===== src/rtl/excent_pkg.sv =====
`timescale 1ns/1ps
package excent_pkg;

    // Status word bit positions
    localparam int SR_FD       = 15;
    localparam int SR_BL       = 28;
    localparam int SR_RB       = 29;
    localparam int SR_MD       = 30;
    localparam int SR_MASK_LSB = 4;

    // Event codes with special handling
    localparam logic [11:0] C_POWERON  = 12'h000;
    localparam logic [11:0] C_MANRESET = 12'h020;
    localparam logic [11:0] C_MULTIHIT = 12'h140;
    localparam logic [11:0] C_TLBM_RD  = 12'h040;
    localparam logic [11:0] C_TLBM_WR  = 12'h060;
    localparam logic [11:0] C_TRAP     = 12'h160;
    localparam logic [11:0] C_BL_KEEP  = 12'h1E0;

    typedef enum logic [2:0] {
        CLS_NONE,
        CLS_RESET,
        CLS_TLBMISS,
        CLS_GENERAL,
        CLS_TRAP,
        CLS_IRQ
    } cls_e;

    typedef enum logic {
        ST_WAIT,
        ST_ACK
    } st_e;

endpackage


===== src/rtl/excent_arbiter.sv =====
`timescale 1ns/1ps
module excent_arbiter
    import excent_pkg::*;
#(
    parameter int CODE_W = 12,
    parameter int LVL_W  = 4
) (
    input  logic              exc_pending,
    input  logic [CODE_W-1:0] exc_code,
    input  logic              irq_req,
    input  logic [LVL_W-1:0]  irq_level,
    input  logic [LVL_W-1:0]  sr_mask,
    input  logic              sr_bl,
    input  logic              halt_wake,
    output logic              accept,
    output logic              take_exc,
    output logic [CODE_W-1:0] eff_code,
    output logic              wake_clr
);

    logic irq_ok;

    always_comb begin
        take_exc = exc_pending;
        eff_code = exc_code;
        if (exc_pending && sr_bl && (exc_code != CODE_W'(C_BL_KEEP))) begin
            eff_code = CODE_W'(C_POWERON);
        end
        irq_ok   = irq_req && !exc_pending && (!sr_bl || halt_wake)
                   && (irq_level > sr_mask);
        accept   = exc_pending || irq_ok;
        wake_clr = accept && sr_bl;
    end

endmodule


===== src/rtl/excent_classify.sv =====
`timescale 1ns/1ps
module excent_classify
    import excent_pkg::*;
#(
    parameter int CODE_W = 12
) (
    input  logic              accept,
    input  logic              take_exc,
    input  logic [CODE_W-1:0] code,
    output cls_e              cls
);

    always_comb begin
        cls = CLS_NONE;
        if (accept && !take_exc) begin
            cls = CLS_IRQ;
        end else if (accept) begin
            case (code)
                CODE_W'(C_POWERON),
                CODE_W'(C_MANRESET),
                CODE_W'(C_MULTIHIT): cls = CLS_RESET;
                CODE_W'(C_TLBM_RD),
                CODE_W'(C_TLBM_WR):  cls = CLS_TLBMISS;
                CODE_W'(C_TRAP):     cls = CLS_TRAP;
                default:             cls = CLS_GENERAL;
            endcase
        end
    end

endmodule


===== src/rtl/excent_target.sv =====
`timescale 1ns/1ps
module excent_target
    import excent_pkg::*;
#(
    parameter int              XLEN     = 32,
    parameter int              LVL_W    = 4,
    parameter logic [XLEN-1:0] RESET_PC = 32'hA000_0000,
    parameter logic [XLEN-1:0] OFS_TLB  = 32'h0000_0400,
    parameter logic [XLEN-1:0] OFS_GEN  = 32'h0000_0100,
    parameter logic [XLEN-1:0] OFS_IRQ  = 32'h0000_0600
) (
    input  cls_e            cls,
    input  logic [XLEN-1:0] cur_pc,
    input  logic [XLEN-1:0] cur_sr,
    input  logic [XLEN-1:0] vbr,
    input  logic            dslot,
    output logic [XLEN-1:0] tgt_pc,
    output logic [XLEN-1:0] tgt_sr,
    output logic [XLEN-1:0] tgt_spc
);

    always_comb begin
        tgt_sr        = cur_sr;
        tgt_sr[SR_BL] = 1'b1;
        tgt_sr[SR_RB] = 1'b1;
        tgt_sr[SR_MD] = 1'b1;

        tgt_spc = cur_pc;
        if (dslot) begin
            tgt_spc = tgt_spc - XLEN'(2);
        end
        if (cls == CLS_TRAP) begin
            tgt_spc = tgt_spc + XLEN'(2);
        end

        tgt_pc = vbr + OFS_GEN;
        case (cls)
            CLS_RESET: begin
                tgt_sr[SR_FD]                  = 1'b0;
                tgt_sr[SR_MASK_LSB +: LVL_W]   = '1;
                tgt_pc                         = RESET_PC;
            end
            CLS_TLBMISS: tgt_pc = vbr + OFS_TLB;
            CLS_IRQ:     tgt_pc = vbr + OFS_IRQ;
            default:     tgt_pc = vbr + OFS_GEN;
        endcase
    end

endmodule


===== src/rtl/excent_seq.sv =====
`timescale 1ns/1ps
module excent_seq
    import excent_pkg::*;
#(
    parameter int              XLEN     = 32,
    parameter int              CODE_W   = 12,
    parameter int              LVL_W    = 4,
    parameter logic [XLEN-1:0] RESET_PC = 32'hA000_0000,
    parameter logic [XLEN-1:0] OFS_TLB  = 32'h0000_0400,
    parameter logic [XLEN-1:0] OFS_GEN  = 32'h0000_0100,
    parameter logic [XLEN-1:0] OFS_IRQ  = 32'h0000_0600
) (
    input  logic              clk,
    input  logic              rst_n,
    input  logic              take,
    input  logic [XLEN-1:0]   cur_pc,
    input  logic [XLEN-1:0]   cur_sr,
    input  logic [XLEN-1:0]   cur_r15,
    input  logic [XLEN-1:0]   vbr,
    input  logic              in_dslot,
    input  logic              halt_wake,
    input  logic              exc_pending,
    input  logic [CODE_W-1:0] exc_code,
    input  logic              irq_req,
    input  logic [CODE_W-1:0] irq_vector,
    input  logic [LVL_W-1:0]  irq_level,
    output logic [XLEN-1:0]   new_pc,
    output logic [XLEN-1:0]   new_sr,
    output logic [XLEN-1:0]   saved_pc,
    output logic [XLEN-1:0]   saved_sr,
    output logic [XLEN-1:0]   saved_r15,
    output logic [CODE_W-1:0] expevt,
    output logic [CODE_W-1:0] intevt,
    output logic              done,
    output logic              wake_clr,
    output logic              dslot_clr
);

    localparam logic [XLEN-1:0] SR_RST =
        (XLEN'(1) << SR_BL) | (XLEN'(1) << SR_RB) | (XLEN'(1) << SR_MD) |
        (XLEN'((1 << LVL_W) - 1) << SR_MASK_LSB);

    logic              acc;
    logic              is_exc;
    logic [CODE_W-1:0] eff_code;
    logic              wclr_nx;
    cls_e              cls;
    logic [XLEN-1:0]   tgt_pc;
    logic [XLEN-1:0]   tgt_sr;
    logic [XLEN-1:0]   tgt_spc;
    logic              commit;
    st_e               state;
    st_e               state_nx;

    excent_arbiter #(.CODE_W(CODE_W), .LVL_W(LVL_W)) u_arb (
        .exc_pending (exc_pending),
        .exc_code    (exc_code),
        .irq_req     (irq_req),
        .irq_level   (irq_level),
        .sr_mask     (cur_sr[SR_MASK_LSB +: LVL_W]),
        .sr_bl       (cur_sr[SR_BL]),
        .halt_wake   (halt_wake),
        .accept      (acc),
        .take_exc    (is_exc),
        .eff_code    (eff_code),
        .wake_clr    (wclr_nx)
    );

    excent_classify #(.CODE_W(CODE_W)) u_cls (
        .accept   (acc),
        .take_exc (is_exc),
        .code     (eff_code),
        .cls      (cls)
    );

    excent_target #(
        .XLEN(XLEN), .LVL_W(LVL_W), .RESET_PC(RESET_PC),
        .OFS_TLB(OFS_TLB), .OFS_GEN(OFS_GEN), .OFS_IRQ(OFS_IRQ)
    ) u_tgt (
        .cls     (cls),
        .cur_pc  (cur_pc),
        .cur_sr  (cur_sr),
        .vbr     (vbr),
        .dslot   (in_dslot),
        .tgt_pc  (tgt_pc),
        .tgt_sr  (tgt_sr),
        .tgt_spc (tgt_spc)
    );

    assign commit = take && acc;

    // Next-state logic
    always_comb begin
        state_nx = ST_WAIT;
        unique case (state)
            ST_WAIT: state_nx = commit ? ST_ACK : ST_WAIT;
            ST_ACK:  state_nx = commit ? ST_ACK : ST_WAIT;
        endcase
    end

    // State register
    always_ff @(posedge clk or negedge rst_n) begin
        if (!rst_n) state <= ST_WAIT;
        else        state <= state_nx;
    end

    assign done = (state == ST_ACK);

    // Output registers
    always_ff @(posedge clk or negedge rst_n) begin
        if (!rst_n) begin
            new_pc    <= RESET_PC;
            new_sr    <= SR_RST;
            saved_pc  <= '0;
            saved_sr  <= '0;
            saved_r15 <= '0;
            expevt    <= '0;
            intevt    <= '0;
            wake_clr  <= 1'b0;
            dslot_clr <= 1'b0;
        end else begin
            wake_clr  <= commit && wclr_nx;
            dslot_clr <= commit && in_dslot;
            if (commit) begin
                new_pc    <= tgt_pc;
                new_sr    <= tgt_sr;
                saved_pc  <= tgt_spc;
                saved_sr  <= cur_sr;
                saved_r15 <= cur_r15;
                if (is_exc) expevt <= eff_code;
                else        intevt <= irq_vector;
            end
        end
    end

endmodule


===== config.mk =====
export PLATFORM = sky130hd
export DESIGN_NAME = excent_seq
export DESIGN_NICKNAME = d
export VERILOG_FILES = /design/src/rtl/excent_pkg.sv /design/src/rtl/excent_arbiter.sv /design/src/rtl/excent_classify.sv /design/src/rtl/excent_target.sv /design/src/rtl/excent_seq.sv
export SDC_FILE = /design/constraint.sdc
export NUM_CORES = 1
export LEC_CHECK = 0
export CAP_MARGIN = 20
export CORE_MARGIN = 2
export CORE_UTILIZATION = 25
export CTS_CLUSTER_DIAMETER = 100
export CTS_CLUSTER_SIZE = 28
export DETAILED_ROUTE_END_ITERATION = 6
export DONT_BUFFER_PORTS = 1
export SYNTH_ARGS = -nofsm -noshare
export SYNTH_HDL_FRONTEND = slang
export SYNTH_SLANG_ARGS = --single-unit

===== constraint.sdc =====
create_clock -name clk -period 0.9 [get_ports clk]
set_input_delay 0.045 -clock clk [delete_from_list [all_inputs] [get_ports clk]]
set_output_delay 0.045 -clock clk [all_outputs]
set_load 0.02 [all_outputs]

==> flow_metrics.py, run 1 <==
metrics = {
    "run_status": {
        "outcome": "finished with violations",
        "violations": "hold timing, setup timing",
    },
    "floorplan": {
        "core-area_mm2": 0.0368,
        "rows": 70,
        "fp.dieW_um": 198,
        "ios": 350,
        "die_h_um": 198,
        "initial_utilization": 0.255,
        "dieArea_mm2": 0.0391,
    },
    "timing": {
        "slew_headroom": 0.632,
        "min_period_over_period": 2.48,
        "worst_slack_ns": -1.33,
        "finalCriticalPeriod_ns": 2.23,
        "hold_ws_ns": -0.701,
        "fin_setup_tns_ns": -166.58,
        "hold_viol_final": 160,
        "setup_viol": 340,
        "rsz0062_at_grt": "true",
        "worst_slew_pin_slew_ns": 0.548,
        "max_freq_mhz": 449,
        "fin_worst_skew_ns": 0,
        "finalMaxSlewViolations": 0,
    },
    "finish": {
        "final_common_cell": "buf_4",
        "areaGrowthSynthToFinish_pct": 85.2,
        "drive_above_1_share": 0.436,
        "final_cell_mix": "buf_4 (205), nand2_1 (182), buf_6 (177), dfrtp_1 (151), dlygate4sd3_1 (144)",
        "diodes": 0,
        "num-nets-final": 1789,
        "fillers": 3231,
    },
    "clock_tree": {
        "cts_tree": "built",
        "clk_latency_ns": 0.44,
        "clkSinkCount": 160,
        "path_clk_slew_ns": 0.07,
        "cts_hold_buffers": 144,
        "clockRootBuffer": "clkbuf_16",
        "cts_buffers": 17,
        "clockBufferDepth": 2,
        "htreeDepth": 4,
    },
    "routing": {
        "routed_via_density": 5.06,
        "ant_nets": 0,
        "wl_per_cell_um": 20.6,
        "drc_errors": 0,
        "wirelength_mm": 43.1,
        "dr.pass1.iters": 5,
        "detail_route.iter0.violations": 432,
        "num_vias": 10596,
    },
    "synthesis": {
        "synth_top_area_cell": "dfrtp_1",
        "netlist_area_mm2": 0.00939,
        "ys_warn_count": 0,
        "synth_area_per_cell_um2": 8.42,
        "yosysSeqAreaShare": 0.427,
        "postSynthCellCount": 1115,
        "synth.area.top_cells": "dfrtp_1 (41%), nand2_1 (12%), o21ai_0 (4.1%)",
        "synth-edff-count": 0,
        "async_reset_ff_frac": 1.00,
        "ys_ff_latch": 160,
        "yosys.cell_types.count": 81,
        "netlist.area_leader.share": 0.410,
        "synth_top_flop_cell": "dfrtp_1",
    },
    "setup_path": {
        "crit_required_ns": 1.22,
        "path_class": "primary input to register",
        "endpoint_kind": "register",
        "crit_fanout": 4,
        "cp.arrival_ns": 2.55,
        "start_kind": "primary input",
    },
    "placed_design": {
        "hpwlAfterDp_mm": 24.7,
        "place_congestion": 0.869,
        "port_buffers": 0,
    },
    "global_routing": {
        "overflow": 0,
        "grt_max_degree": 161,
        "antenna_found_initial": 0,
        "grt_pass1_vias": 11149,
        "grt_pass1_wl_mm": 62.6,
        "grt_usage": 0.209,
    },
    "power_and_ir_drop": {
        "p_clk_frac": 0.285,
        "p_switching_uw": 8880,
        "swShare": 0.343,
        "p_int_uw": 17000,
        "p_per_area_mw_per_mm2": 1490,
        "power_frac_seq": 0.356,
        "pwr-share-comb": 0.360,
        "leakagePower_uw": 0.00783,
        "ir_drop_uv": 1340,
    },
    "job": {
        "maxCapViolations": 0,
    },
    "worst_hold_path": {
        "hold_path_class": "primary input to asynchronous set/reset pin",
    },
}
==> through the flow <==
step | std cells | power [uW] | util | instance area, um^2 | setup WS [ns]
after floorplan | 1117 | 12700 | - | 9840 | -1.84
after global placement | 1810 | 15000 | 0.332 | 12200 | -1.80
after detailed placement | 1810 | 15100 | 0.332 | 12200 | -1.86
after CTS | 2070 | 25400 | 0.454 | 16700 | -1.30
after global routing | 2096 | 27000 | 0.473 | 17400 | -1.44
final | 2096 | 25900 | 0.473 | 17400 | -1.33
==> critical path, stage by stage <==
cell       delay, ns
or4_4           0.54
or4_4           0.60
a211oi_4        0.25
o2111ai_4       0.15
or4_4           0.50
a211oi_2        0.24
xnor2_1         0.14
o21ai_1         0.07
==> power groups by stage <==
stage	clock (uW)	combinational [uW]	sequential (uW)
after floorplan	0	2400	10300
after global placement	0	6010	9000
after detailed placement	0	6070	9040
after CTS	7620	8660	9100
after global routing	7890	9790	9300
final	7360	9310	9190
==> path summary, 6_finish.rpt <==
| kind | startpoint | endpoint | slack (ns) | cells past startpoint |
|---|---|---|---|---|
| setup / recovery | exc_code[4] | saved_pc[29] | -1.33 | 8 |
| setup reg to reg | intevt[10] | intevt[10] | -0.03 | 2 |
| hold reg to reg | saved_r15[13] | saved_r15[13] | 0.50 | 2 |
| max in group asynchronous | rst_n | saved_pc[17] | 1.26 | 0 |
| hold / removal | rst_n | new_pc[21] | -0.70 | 0 |
| min in group clk | cur_pc[17] | saved_pc[18] | 0 | 4 |
==> synth_stat cells (all sizes together), types with 5 or more instances <==
master	instances
a211oi	5
a21oi	14
a22o	15
a22oi	7
a31oi	19
and2	8
buf	43
clkbuf	52
dfrtp	154
dfstp	6
ha	11
inv	20
mux2	13
nand2	298
nand2b	5
nand3	32
nand4	21
nor2	73
nor3	23
nor4	13
o2111ai	6
o211ai	9
o21a	10
o21ai	83
o22ai	7
or2	9
or3	12
or4	11
xnor2	41
xor2	28
==> cell type report <==
| type | instances | area (um^2) | area share |
|---|---|---|---|
| multi-input cells | 843 | 6100 | 0.351 |
| repair buffers | 573 | 6020 | 0.346 |
| flip-flops and latches | 160 | 4020 | 0.231 |
| well taps | 468 | 586 | 0.0337 |
| clock buffers | 19 | 443 | 0.0255 |
| clock inverters | 13 | 129 | 0.00741 |
| inverters | 20 | 100 | 0.00576 |
==> cell families after synthesis <==
logic type | after synthesis | share of synthesized area
XOR/XNOR | 69 | 0.0644
other | 1 | 0.000399
flip-flops | 160 | 0.427
buffers and inverters | 115 | 0.0590
adder cells (fa/ha/maj) | 11 | 0.0147
multiplexers | 16 | 0.0188
AO/OA/AOI/OAI | 207 | 0.148
AND/OR/NAND/NOR | 536 | 0.268
==> repair_timing <==
item | in CTS | in global routing
endpoints found under the setup margin | 340 | 340
setup buffers | 68 | 33
resized for setup | 391 | 149
hold endpoints to repair | 309 | 160
pin swaps | 117 | 72
cloned | 18 | 1
==> metal layers <==
layer / part of all wire / vias up / wire length, um / global-route usage
met3: 0.072 / 102 / 3090 / 0.0584
met2: 0.49 / 480 / 21000 / 0.352
li1: - / 4837 / - / -
met1: 0.40 / 5177 / 17300 / 0.243
met5: 0 / - / 0 / 0
met4: 0.038 / 0 / 1650 / 0.104
==> flip-flops by register name (all words and copies together), names as in the netlist <==
| name | cells |
|---|---|
| intevt | 12 |
| expevt | 12 |
| saved_pc | 32 |
| dslot_clr | 1 |
| new_pc | 32 |
| saved_r15 | 32 |
| done | 1 |
| new_sr | 5 |
| wake_clr | 1 |
| saved_sr | 32 |
Note: power is estimated with default switching activity, not from simulation.
==> inputs of run 2 (changes only) <==
--- a/config.mk
+++ b/config.mk
@@ -12,6 +12,7 @@
 export CTS_CLUSTER_SIZE = 28
 export DETAILED_ROUTE_END_ITERATION = 6
 export DONT_BUFFER_PORTS = 1
+export PLACE_DENSITY = 0.43
 export SYNTH_ARGS = -nofsm -noshare
 export SYNTH_HDL_FRONTEND = slang
 export SYNTH_SLANG_ARGS = --single-unit
==> constraint.sdc (replaced) <==
create_clock -name clk -period 2.7 [get_ports clk]
set_input_delay 0.135 -clock clk [delete_from_list [all_inputs] [get_ports clk]]
set_output_delay 0.135 -clock clk [all_outputs]
set_load 0.02 [all_outputs]
==> run 2 against run 1 <==
  * The flow finishes with violations (hold timing)
  * Wire length shrank 21%
  * Die area is the same
  * Flip-flop and latch count unchanged
  * Sequential power fell by 61%
  * Highest routed layer unchanged
==> flow_metrics.py, run 2 (synthesized netlist as in run 1, its figures left out) <==
metrics = {
    "timing": {
        "min_period_over_period": 0.945,
        "fin_worst_skew_ns": 0,
        "finalCriticalPeriod_ns": 2.55,
        "slew_headroom": 0.499,
        "fin_setup_tns_ns": 0,
        "max_freq_mhz": 392,
        "setup_viol": 0,
        "finalMaxSlewViolations": 0,
        "hold_viol_final": 160,
        "hold_ws_ns": -0.618,
        "worst_slew_pin_slew_ns": 0.746,
        "worst_slack_ns": 0.149,
        "rsz0062_at_grt": "false",
    },
    "finish": {
        "areaGrowthSynthToFinish_pct": 30.1,
        "diodes": 0,
        "multi_input_area_mm2": 0.00491,
        "ff_latch_area_mm2": 0.00401,
        "final_cell_mix": "nand2_1 (298), dfrtp_1 (154), dlygate4sd3_1 (138), buf_4 (77), o21ai_0 (75)",
        "final_common_cell": "nand2_1",
        "stdcell_area_mm2": 0.0122,
        "fillers": 3876,
        "drive_above_1_share": 0.137,
        "num-nets-final": 1435,
    },
    "power_and_ir_drop": {
        "power_frac_seq": 0.516,
        "p_int_uw": 4600,
        "p_switching_uw": 2380,
        "p_clk_frac": 0.351,
        "ir_drop_uv": 409,
        "swShare": 0.341,
        "leakagePower_uw": 0.00514,
        "pwr-share-comb": 0.133,
        "p_per_area_mw_per_mm2": 571,
    },
    "floorplan": {
        "core-area_mm2": 0.0368,
        "initial_utilization": 0.255,
        "fp.dieW_um": 198,
        "dieArea_mm2": 0.0391,
        "rows": 70,
        "ios": 350,
        "die_h_um": 198,
    },
    "routing": {
        "wl_per_cell_um": 19.5,
        "wirelength_mm": 34.0,
        "dr.pass1.iters": 5,
        "dr_wl_met2_mm": 16.4,
        "wl_met3_mm": 2.74,
        "num_vias": 8588,
        "wl_met1_mm": 14.2,
        "drc_errors": 0,
        "routed_via_density": 4.93,
        "ant_nets": 0,
        "top_layer": "met4",
        "detail_route.iter0.violations": 488,
    },
    "setup_path": {
        "crit_fanout": 7,
        "endpoint_kind": "register",
        "cpLargestDelayFamily": "simple AND/OR/NAND/NOR gates",
        "path_class": "primary input to register",
        "cp.arrival_ns": 2.88,
        "rr_worst_depth": 2,
        "crit_required_ns": 3.03,
        "path_cells": "or4b_4 -> or4_4 -> nor3_4 -> o2111ai_2 -> nor4_2 -> a211oi_1 -> or3_1 -> a31o_1",
        "start_kind": "primary input",
        "worst-path-buf-inv": 0,
        "r2r-start": "saved_pc[24]",
        "worstReg2RegEnd": "saved_pc[24]",
        "r2r_slack_ns": 1.74,
        "slowest_stage": "or4b_4",
        "max_stage_delay_ns": 0.53,
    },
    "job": {
        "maxCapViolations": 0,
    },
    "clock_tree": {
        "path_clk_slew_ns": 0.08,
        "clkSinkCount": 160,
        "clockRootBuffer": "clkbuf_16",
        "htreeDepth": 4,
        "clk_latency_ns": 0.43,
        "clockBufferDepth": 2,
        "cts_tree": "built",
        "cts_buffers": 17,
        "cts_hold_buffers": 138,
    },
    "run_status": {
        "outcome": "finished with violations",
        "violations": "hold timing",
    },
    "global_routing": {
        "grt_max_degree": 161,
        "grt_usage": 0.172,
        "overflow": 0,
        "grt_pass1_wl_mm": 51.5,
        "antenna_found_initial": 0,
        "grt_pass1_vias": 8535,
    },
    "placed_design": {
        "port_buffers": 0,
        "postPlaceCellArea_mm2": 0.0102,
        "hpwlAfterDp_mm": 24.2,
        "place_ws_ns": -0.313,
        "place_congestion": 0.829,
    },
    "worst_hold_path": {
        "hold_path_class": "primary input to asynchronous set/reset pin",
    },
}
run 2: changes by cell type in the layout (fill, tap and decap cells not counted), sizes merged:
cell	change
or2	-1
clkinv	-1
inv	-3
buf	-346
dlygate4sd3	-6
clkinvlp	+1
clkbuf	+2
run 2: layout make-up:
class	count	share of cell area
multi-input cells	842	0.402
inverters	20	0.00635
repair buffers	220	0.167
flip-flops and latches	160	0.328
clock buffers	22	0.0396
well taps	468	0.0479
clock inverters	10	0.00830
run 2: metal layers:
metal | vias to the layer above | track usage
li1 | 4135 | -
met1 | 4133 | 0.207
met2 | 289 | 0.292
met3 | 31 | 0.0530
met4 | 0 | 0.0568
met5 | - | 0
run 2: metrics by stage:
step / std cells / power, uW / utilization
floorplan: 1117 / 4180 / -
global placement: 1572 / 4390 / 0.278
detailed placement: 1572 / 4410 / 0.278
CTS: 1742 / 7110 / 0.332
global route: 1742 / 7360 / 0.332
finish: 1742 / 6980 / 0.332
run 2: worst max path at each step:
| stage | from | endpoint | cells past startpoint |
|---|---|---|---|
| 2_1_floorplan | exc_code[1] | saved_pc[29] | 9 |
| 3_3_place_gp | exc_code[1] | saved_pc[26] | 11 |
| 3_5_place_dp | exc_code[1] | saved_pc[26] | 11 |
| 4_1_cts | cur_sr[5] | new_pc[12] | 12 |
| 5_1_grt | cur_sr[5] | saved_pc[24] | 12 |
| 6_report | cur_pc[4] | saved_pc[24] | 8 |
run 2: worst reg2reg max path, stage by stage, from the launching register on:
cell and delay (ns):
dfrtp_1 0.49, and2_1 0.19, a31o_1 0.17
run 2: what timing repair did:
action	4_1_cts	5_1_grt
setup endpoints to repair	0	19
resized for setup	0	3
endpoints found under the hold margin	302	160
setup buffers	0	0
run 2: power by group through the flow:
stage               sequential (uW)  clock (uW)  combinational (uW)
floorplan                      3430           0                 745
global placement               3650           0                 740
CTS                            3610        2560                 938
detailed placement             3650           0                 753
global route                   3650        2660                1060
finish                         3600        2450                 931
==> inputs of run 3 (changes only) <==
--- a/config.mk
+++ b/config.mk
@@ -12,7 +12,7 @@
 export CTS_CLUSTER_SIZE = 28
 export DETAILED_ROUTE_END_ITERATION = 6
 export DONT_BUFFER_PORTS = 1
-export PLACE_DENSITY = 0.43
+export PLACE_DENSITY = 0.45
 export SYNTH_ARGS = -nofsm -noshare
 export SYNTH_HDL_FRONTEND = slang
 export SYNTH_SLANG_ARGS = --single-unit
==> constraint.sdc (replaced) <==
create_clock -name clk -period 2.3 [get_ports clk]
set_input_delay 0.115 -clock clk [delete_from_list [all_inputs] [get_ports clk]]
set_output_delay 0.115 -clock clk [all_outputs]
set_load 0.02 [all_outputs]
==> run 3 against run 2 <==
  * The flow finishes with violations (hold timing, setup timing)
  * Flip-flop and latch count stayed put
  * Global-route usage is 0.36 points higher
  * Die area stayed put
  * Combinational power is 28% higher
  * Worst setup slack worse by 0.19 ns
  * Total power is 18% higher
  * Core utilization is 1.7 points higher
  * Critical path type unchanged
  * Largest power group unchanged
  * Highest routed layer unchanged
==> flow_metrics.py, run 3 (synthesized netlist as in run 1, its figures left out) <==
metrics = {
    "run_status": {
        "outcome": "finished with violations",
        "violations": "hold timing, setup timing",
    },
    "floorplan": {
        "core-area_mm2": 0.0368,
        "fp.dieW_um": 198,
        "die_h_um": 198,
        "initial_utilization": 0.255,
        "ios": 350,
        "rows": 70,
        "dieArea_mm2": 0.0391,
    },
    "job": {
        "maxCapViolations": 0,
    },
    "finish": {
        "final_common_cell": "nand2_1",
        "fillers": 3791,
        "drive_above_1_share": 0.187,
        "layout.cells.non_filler": 1792,
        "multi_input_area_mm2": 0.00510,
        "num-nets-final": 1484,
        "areaGrowthSynthToFinish_pct": 36.8,
        "final_cell_mix": "nand2_1 (297), dfrtp_1 (154), dlygate4sd3_1 (137), buf_4 (122), o21ai_0 (71)",
        "ff_latch_area_mm2": 0.00401,
    },
    "timing": {
        "min_period_over_period": 1.02,
        "slew_headroom": 0.625,
        "hold_ws_ns": -0.633,
        "finalCriticalPeriod_ns": 2.34,
        "rsz0062_at_grt": "true",
        "worst_slew_pin_slew_ns": 0.560,
        "fin_worst_skew_ns": 0,
        "hold_viol_final": 161,
        "setup_viol": 1,
        "worst_slack_ns": -0.0438,
        "max_freq_mhz": 427,
        "finalMaxSlewViolations": 0,
    },
    "global_routing": {
        "grt_pass1_wl_mm": 52.8,
        "gr-max-usage-layer": "met2",
        "overflow": 0,
        "grt_pass1_vias": 8992,
        "antenna_found_initial": 1,
        "grt_max_degree": 161,
        "use_met1": 0.200,
        "met3_usage": 0.0639,
        "grt_usage": 0.176,
        "grt_util_met2": 0.300,
    },
    "placed_design": {
        "hpwlAfterDp_mm": 24.9,
        "dp.cells": 1617,
        "port_buffers": 0,
        "place_ws_ns": -0.566,
        "place_congestion": 0.842,
    },
    "clock_tree": {
        "clockRootBuffer": "clkbuf_16",
        "cts_tree": "built",
        "clk_latency_ns": 0.43,
        "path_clk_slew_ns": 0.07,
        "clockBufferDepth": 2,
        "cts_hold_buffers": 137,
        "htreeDepth": 4,
        "clkSinkCount": 160,
        "cts_buffers": 17,
    },
    "routing": {
        "detail_route.iter0.violations": 454,
        "drc_errors": 0,
        "dr.pass1.iters": 5,
        "wirelength_mm": 35.4,
        "num_vias": 8865,
        "routed_via_density": 4.95,
        "ant_nets": 0,
        "wl_per_cell_um": 19.7,
    },
    "setup_path": {
        "r2r_slack_ns": 1.37,
        "cp.arrival_ns": 2.66,
        "start_kind": "primary input",
        "crit_required_ns": 2.62,
        "cp-startpoint": "exc_code[1]",
        "r2r-start": "saved_pc[24]",
        "path_class": "primary input to register",
        "rr_worst_depth": 2,
        "worstReg2RegEnd": "saved_pc[24]",
        "crit_fanout": 4,
        "endpoint_kind": "register",
    },
    "power_and_ir_drop": {
        "p_total_uw": 8250,
        "p_per_area_mw_per_mm2": 642,
        "p_clk_frac": 0.344,
        "power_frac_seq": 0.511,
        "swShare": 0.346,
        "p_switching_uw": 2860,
        "p_int_uw": 5390,
        "pwr-share-comb": 0.145,
        "ir_drop_uv": 411,
        "leakagePower_uw": 0.00546,
    },
    "worst_hold_path": {
        "hold_path_class": "primary input to asynchronous set/reset pin",
    },
}
[run 3: power groups by stage]
stage | logic (uW) | clock network (uW) | registers [uW]
floorplan | 888 | 0 | 4030
global placement | 928 | 0 | 4280
detailed placement | 944 | 0 | 4280
CTS | 1160 | 2960 | 4230
global route | 1330 | 3070 | 4280
finish | 1190 | 2840 | 4210
[run 3: worst max-delay path: stages]
cell,delay [ns]
or4_4,0.54
or4_4,0.60
a211oi_4,0.25
o2111ai_4,0.18
or4_4,0.52
a211oi_2,0.24
xnor2_1,0.14
o21ai_1,0.07
[run 3: stage by stage]
stage                     cell area [um^2]  TNS, ns   util
final                                12800  -0.0438  0.349
after global routing                 12800   -0.580  0.349
after CTS                            12700  -0.0726  0.344
after detailed placement             10700   -20.99  0.290
after global placement               10700   -19.74  0.290
after floorplan                       9580    -5.58      -
[run 3: what timing repair did]
action                     in CTS  in global routing
pin swaps                       1                  2
gates resized for setup         4                 24
cloned                          0                  2
setup buffers                   2                  1
hold endpoints to repair      302                160
setup endpoints to repair       8                103
[run 3: worst max path at each step]
stage,slack (ns),cells after the start,endpoint
floorplan,-0.51,9,saved_pc[29]
global placement,-0.53,8,saved_pc[29]
detailed placement,-0.57,8,saved_pc[24]
CTS,-0.05,8,saved_pc[29]
global route,-0.14,8,saved_pc[29]
finish,-0.04,8,saved_pc[29]
[run 3: per-layer routing]
metal  vias to the layer above  share of wire
met5                         -              0
met4                         0          0.026
met3                        58          0.085
met2                       339           0.48
met1                      4235           0.41
li1                       4233              -
[run 3: cell type report]
cell class | count | share of cell area
Tap cell | 468 | 0.0456
Multi-Input combinational cell | 842 | 0.397
Sequential cell | 160 | 0.312
Antenna cell | 1 | 0.000195
Inverter | 20 | 0.00604
Clock buffer | 20 | 0.0348
Clock inverter | 12 | 0.00954
Timing Repair Buffer | 269 | 0.195
